`src/rtl/sfc_pkg.sv`:
```
package sfc_pkg;

  typedef struct packed {
    logic sig_err;
    logic det_err;
    logic lock;
  } sfc_status_t;

  localparam sfc_status_t SFC_STATUS_CLEAR = '{sig_err: 1'b0, det_err: 1'b0, lock: 1'b0};

endpackage

```
`src/rtl/sfc_side_relay.sv`:
```
module sfc_side_relay #(
  parameter int N = 2
) (
  input  logic         clk,
  input  logic         rst,
  input  logic [N-1:0] flood_seen,
  input  logic         force_all,
  output logic [N-1:0] flood_req,
  output logic [N-1:0] flood_next
);
  localparam logic [N-1:0] ONE = {{(N-1){1'b0}}, 1'b1};

  logic [N-1:0] req_q;

  for (genvar gi = 0; gi < N; gi++) begin : g_link
    logic others;
    assign others = |(flood_seen & ~(ONE << gi));
    assign flood_next[gi] = req_q[gi] | force_all | others;

    always_ff @(posedge clk) begin
      if (rst) req_q[gi] <= 1'b0;
      else     req_q[gi] <= flood_next[gi];
    end
  end

  assign flood_req = req_q;
endmodule

```
`src/rtl/sfc_status.sv`:
```
module sfc_status
  import sfc_pkg::*;
(
  input  logic        clk,
  input  logic        rst,
  input  logic        set_sig,
  input  logic        set_det,
  input  logic        set_lock,
  output sfc_status_t status
);
  sfc_status_t st_q;

  always_ff @(posedge clk) begin
    if (rst) begin
      st_q <= SFC_STATUS_CLEAR;
    end else begin
      st_q.sig_err <= st_q.sig_err | set_sig;
      st_q.det_err <= st_q.det_err | set_det;
      st_q.lock    <= st_q.lock    | set_lock;
    end
  end

  assign status = st_q;
endmodule

```
`src/rtl/sync_flood_ctrl.sv`:
```
module sync_flood_ctrl
  import sfc_pkg::*;
#(
  parameter int NP = 2,
  parameter int NS = 2
) (
  input  logic          clk,
  input  logic          rst,
  input  logic          local_fatal,
  input  logic          cmd_sys_err_en,
  input  logic          bctl_sys_err_en,
  input  logic [NP-1:0] pri_flood_seen,
  input  logic [NS-1:0] sec_flood_seen,
  output logic [NP-1:0] pri_flood_req,
  output logic [NS-1:0] sec_flood_req,
  output logic          sig_sys_err,
  output logic          sec_det_sys_err,
  output logic          access_lock
);
  logic        originate;
  logic        sec_seen_any;
  logic        bridge_up;
  logic [NP-1:0] pri_next;
  logic [NS-1:0] sec_next;
  sfc_status_t status;

  assign originate    = local_fatal & cmd_sys_err_en;
  assign sec_seen_any = |sec_flood_seen;
  assign bridge_up    = sec_seen_any & bctl_sys_err_en;

  sfc_side_relay #(.N(NP)) u_pri (
    .clk        (clk),
    .rst        (rst),
    .flood_seen (pri_flood_seen),
    .force_all  (originate | bridge_up),
    .flood_req  (pri_flood_req),
    .flood_next (pri_next)
  );

  sfc_side_relay #(.N(NS)) u_sec (
    .clk        (clk),
    .rst        (rst),
    .flood_seen (sec_flood_seen),
    .force_all  (originate),
    .flood_req  (sec_flood_req),
    .flood_next (sec_next)
  );

  sfc_status u_status (
    .clk      (clk),
    .rst      (rst),
    .set_sig  (originate),
    .set_det  (sec_seen_any),
    .set_lock ((|pri_next) | (|sec_next)),
    .status   (status)
  );

  assign sig_sys_err     = status.sig_err;
  assign sec_det_sys_err = status.det_err;
  assign access_lock     = status.lock;
endmodule

```
`config.mk`:
```
export PLATFORM = sky130hd
export DESIGN_NAME = sync_flood_ctrl
export DESIGN_NICKNAME = d
export VERILOG_FILES = /design/src/rtl/sfc_pkg.sv /design/src/rtl/sfc_side_relay.sv /design/src/rtl/sfc_status.sv /design/src/rtl/sync_flood_ctrl.sv
export SDC_FILE = /design/constraint.sdc
export NUM_CORES = 1
export LEC_CHECK = 0
export ABC_AREA = 1
export CORE_AREA = 3 3 40 42
export CTS_CLUSTER_DIAMETER = 80
export CTS_CLUSTER_SIZE = 25
export DETAILED_ROUTE_END_ITERATION = 16
export DIE_AREA = 0 0 43 45
export GPL_TIMING_DRIVEN = 0
export PLACE_DENSITY_LB_ADDON = 0.3
export REMOVE_ABC_BUFFERS = 1
export SYNTH_ARGS = -nofsm -noshare
export SYNTH_HDL_FRONTEND = slang
export SYNTH_SLANG_ARGS = --single-unit
```
`constraint.sdc`:
```
create_clock -name clk -period 0.8 [get_ports clk]
set_clock_uncertainty 0.05 [all_clocks]
set_input_delay 0.08 -clock clk [delete_from_list [all_inputs] [get_ports clk]]
set_output_delay 0.08 -clock clk [all_outputs]
set_load 0.1 [all_outputs]
```
; Yosys cells after proc, flatten, opt, wreduce, memory -nomap -nowiden
; Index checks and enable logic that the tools add are counted.
[word_totals]
register_bits = 7
latch_bits = 0
ram_bits = 0
romBits = 0
input_bits = 9
output_inout_bits = 7
elab_cells = 25
mem_count = 0
[op_classes]
n_addsub = 0
n_mul = 0
div = 0
order_cmp = 0
eq_ne = 0
shift = 0
muxes = 0
n_bitwise = 15
reduce_logical = 3
[op_table]
columns = op, n
row1 = $or 1x1->1, 13
row2 = $reduce_or 2->1, 3
row3 = $and 1x1->1, 2

; Depth between registers and ports, before layout
[depth]
word_depth = 8
depth_mapped = 4
mapped_depth_nobuf = 4

; By module
; Synthesis repeated with hierarchy kept, for this count alone.
[unflattened]
hier_cells = 37
hier_area_um2 = 261.5
[modules_own_cells]
columns = module, instances, cells_per_inst, area_per_inst_um2
row1 = sfc_side_relay, 2, 10, 72.6
row2 = sfc_status, 1, 9, 82.6
row3 = sync_flood_ctrl, 1, 8, 33.8

; Worst setup path before layout
; No wires, ideal clock.
[synth_path]
path_kind = register -> register
from = register u_sec.req_q[1] (netlist: u_sec.flood_req[1])
to = register u_status.st_q, in the netlist u_status.status[0]
setup_ps = 62
t_arrival_ps = 1296
required_time_ps = 688
setup_slack_ps = -607
stages_incl_launch_ff = 5
path_buffers = 0
path_cell_list = dfxtp_1 nor2_1 nand4_1 nand2_1 nand3_1
[synth_via]
elab_chain_cells = 5
[synth_rtl]
columns = element, line
row1 = start: declaration, sfc_side_relay.sv:13  ; logic [N-1:0] req_q;
row2 = start signal: indexed assignment, sfc_side_relay.sv:22  ; else req_q[gi] <= flood_next[gi];
row3 = $or 1x1->1 (2 in series), sfc_side_relay.sv:18  ; assign flood_next[gi] = req_q[gi] | force_all | others;
row4 = $reduce_or 2->1, sync_flood_ctrl.sv:54  ; .set_lock ((|pri_next) | (|sec_next)),
row5 = $or 1x1->1, sync_flood_ctrl.sv:54
row6 = $or 1x1->1, sfc_status.sv:19  ; st_q.lock <= st_q.lock | set_lock;
row7 = end: declaration, sfc_status.sv:11  ; sfc_status_t st_q;
; Every way passes these cells.
; A chain may end at the register's enable or synchronous reset.

; Final worst setup path
[layout_path]
from = register u_sec.req_q[0] (netlist: u_sec.flood_req[0])
to = output sec_flood_req[0]
[layout_rtl]
columns = element, line
row1 = end: declaration, sync_flood_ctrl.sv:15  ; output logic [NS-1:0] sec_flood_req,
; No word-level cell between the ends.

==> flow_summary.json <==
{
  "outcome": "complete, but fails checks",
  "violations": "negative setup slack",
  "drt_wl_total_um": 634,
  "gp_congestion": 0.623,
  "ys_warn_count": 0,
  "report.final.hold_viol_count": 0,
  "cts_hold_buffers": 0,
  "ctsRootBufferMaster": "clkbuf_4",
  "final_max_slew_viol_count": 0,
  "n_antenna_cell": 0,
  "vias": 267,
  "cp_max_fo": 2,
  "crit_type": "reg -> out",
  "fillers": 138,
  "dp.cells": 60,
  "required_ns": 0.67,
  "layout_common_cells": "buf_12, clkdlybuf4s50_1, dfxtp_2, inv_1",
  "clockBufferDepth": 2,
  "cp.buffers_inverters": 1,
  "routed_via_density": 4.17,
  "hp-class": "in -> reg",
  "dr.first_iter.drc_count": 2,
  "initial_core_util_pct": 19.1,
  "synth.avg_cell_area_um2": 8.17,
  "syn_to_final_growth_pct": 117,
  "die_w_um": 43,
  "io_pins": 16,
  "antenna_found_initial": 0,
  "die_h_um": 45,
  "path_cells": "buf_12",
  "cts_buffers": 3,
  "instances_no_fill": 64,
  "drc": 0,
  "htreeDepth": 1,
  "grt_max_degree": 7,
  "row_count": 13,
  "critPathTopFamily": "flip-flops",
  "rsz0062_at_grt": "yes",
  "setup_viol": 8,
  "p_leak_uw": 0.000237,
  "cts_tree": "done",
  "drive_gt1_share_pct": 44.9,
  "dp_hpwl_um": 460,
  "period_minus_slack_ns": 0.921,
  "cts_setup_buffers": 0,
  "ys_types": 11,
  "grt_pass1_wl_mm": 1.02,
  "dieArea_um2": 1940,
  "grt_pass1_vias": 244,
  "syn_area_um2": 245,
  "power_density_nw_per_um2": 2090,
  "ys_ff_latch": 7,
  "drt_pass1_iterations": 2,
  "syn_inst": 30,
  "final_area_um2": 532,
  "worst_slack_ns": -0.121,
  "cp_data_arrival_time_ns": 0.79,
  "tightest_slew_ns": 0.202,
  "core_um2": 1280,
  "portBuffers": 15,
  "slowest_stage": "dfxtp_4",
  "cap_viol_max_count": 0,
  "ant_nets": 0,
  "seqCellArea_um2": 154,
  "max_freq_mhz": 1090,
  "grt.total_usage_pct": 7.85,
  "clock-sinks": 7,
  "nNetsFinal": 59,
  "wire_per_inst_um": 9.91,
  "cp-end-kind": "output pin",
  "peakVddDrop_mv": 0.701,
  "overflow": 0,
  "seq_area_frac_synth_pct": 57.1,
  "start_kind": "flip-flop",
  "insertion_delay_ns": 0.26,
  "clkTransAtPathRegs_ns": 0.05,
  "dpl-instance-area_um2": 414,
  "slew_headroom_pct": 86.5,
  "final_common_cell": "buf_12",
  "multiInputGateArea_um2": 96.3,
  "critPathMaxStageDelay_ns": 0.37,
  "fin_crit_sh_pct": 115
}
[worst register-to-register path, cell delays in order, from the launching register on]
cell and delay (ns):
dfxtp_2 0.34, nor2_2 0.12, nand4_1 0.09, nand2_1 0.08, nand3_1 0.06
[where the power goes]
part,leakage [µW],switching [µW],internal [µW]
sequential,0.0000598,28.8,377
combinational,0.000162,233,144
clock,0.0000150,137,191
[timing repair]
action	in CTS	in global routing
pin swaps	6	7
resized for setup	74	3
hold endpoints to repair	0	0
setup endpoints to repair	10	10
[per-layer routing]
| metal | vias to the layer above | wire [µm] | global-route usage [%] | share of wire [%] |
|---|---|---|---|---|
| met5 | - | 0 | 0 | 0 |
| met4 | 0 | 11 | 5.42 | 1.7 |
| met3 | 2 | 101 | 7.57 | 16 |
| met2 | 16 | 263 | 11.1 | 41 |
| met1 | 117 | 257 | 7.04 | 41 |
| li1 | 132 | - | - | - |
[final timing paths]
| path | slack (ns) | depth (start not counted) | start | to |
|---|---|---|---|---|
| setup reg to reg | -0.04 | 4 | u_sec.flood_req[1] | u_status.status[0] |
| setup / recovery | -0.12 | 1 | u_sec.flood_req[0] | sec_flood_req[0] |
| hold reg to reg | 0.42 | 2 | u_status.status[2] | u_status.status[2] |
| hold / removal | 0.22 | 3 | sec_flood_seen[0] | u_status.status[1] |
[synth_stat cells]
| cell | number | area, µm² |
|---|---|---|
| inv_1 | 4 | 15.0 |
| nand3_1 | 3 | 15.0 |
| nor3_1 | 1 | 5.00 |
| dfxtp_1 | 7 | 140 |
| nor2_1 | 5 | 18.8 |
| inv_2 | 1 | 3.75 |
| nand2_2 | 1 | 6.26 |
| nand4_1 | 1 | 6.26 |
| nand2_1 | 3 | 11.3 |
| a21oi_1 | 3 | 15.0 |
| o21ai_2 | 1 | 8.76 |
[state kept, by name, indices dropped and copies added (netlist names)]
| name | count |
|---|---|
| u_status.status | 3 |
| u_pri.flood_req | 2 |
| u_sec.flood_req | 2 |
[final cells by class]
| type | count | share of cell area (%) |
|---|---|---|
| Clock buffer | 4 | 4.94 |
| Sequential cell | 7 | 28.9 |
| Tap cell | 15 | 3.53 |
| Timing Repair Buffer | 15 | 40.9 |
| Multi-Input combinational cell | 18 | 18.1 |
| Inverter | 5 | 3.53 |
[cells by family after synthesis]
| kind of cell | after synthesis | synth area share, % |
|---|---|---|
| flops | 7 | 57.1 |
| simple gates | 14 | 25.5 |
| buf+inv | 5 | 7.65 |
| compound gates | 4 | 9.69 |
[per-stage QoR]
stage,power [µW],utilization (%),TNS [ns],worst slack [ns],hold WS [ns]
final,1110,41.4,-0.828,-0.121,0.218
after global routing,1160,41.4,-1.10,-0.145,0.265
after CTS,1130,40.6,-0.886,-0.129,0.221
after detailed placement,717,32.2,-6.92,-0.781,0.393
after global placement,716,32.2,-6.91,-0.785,0.392
after floorplan,613,-,-5.43,-0.607,0.0991
Note: power is estimated with default switching activity, not from simulation.
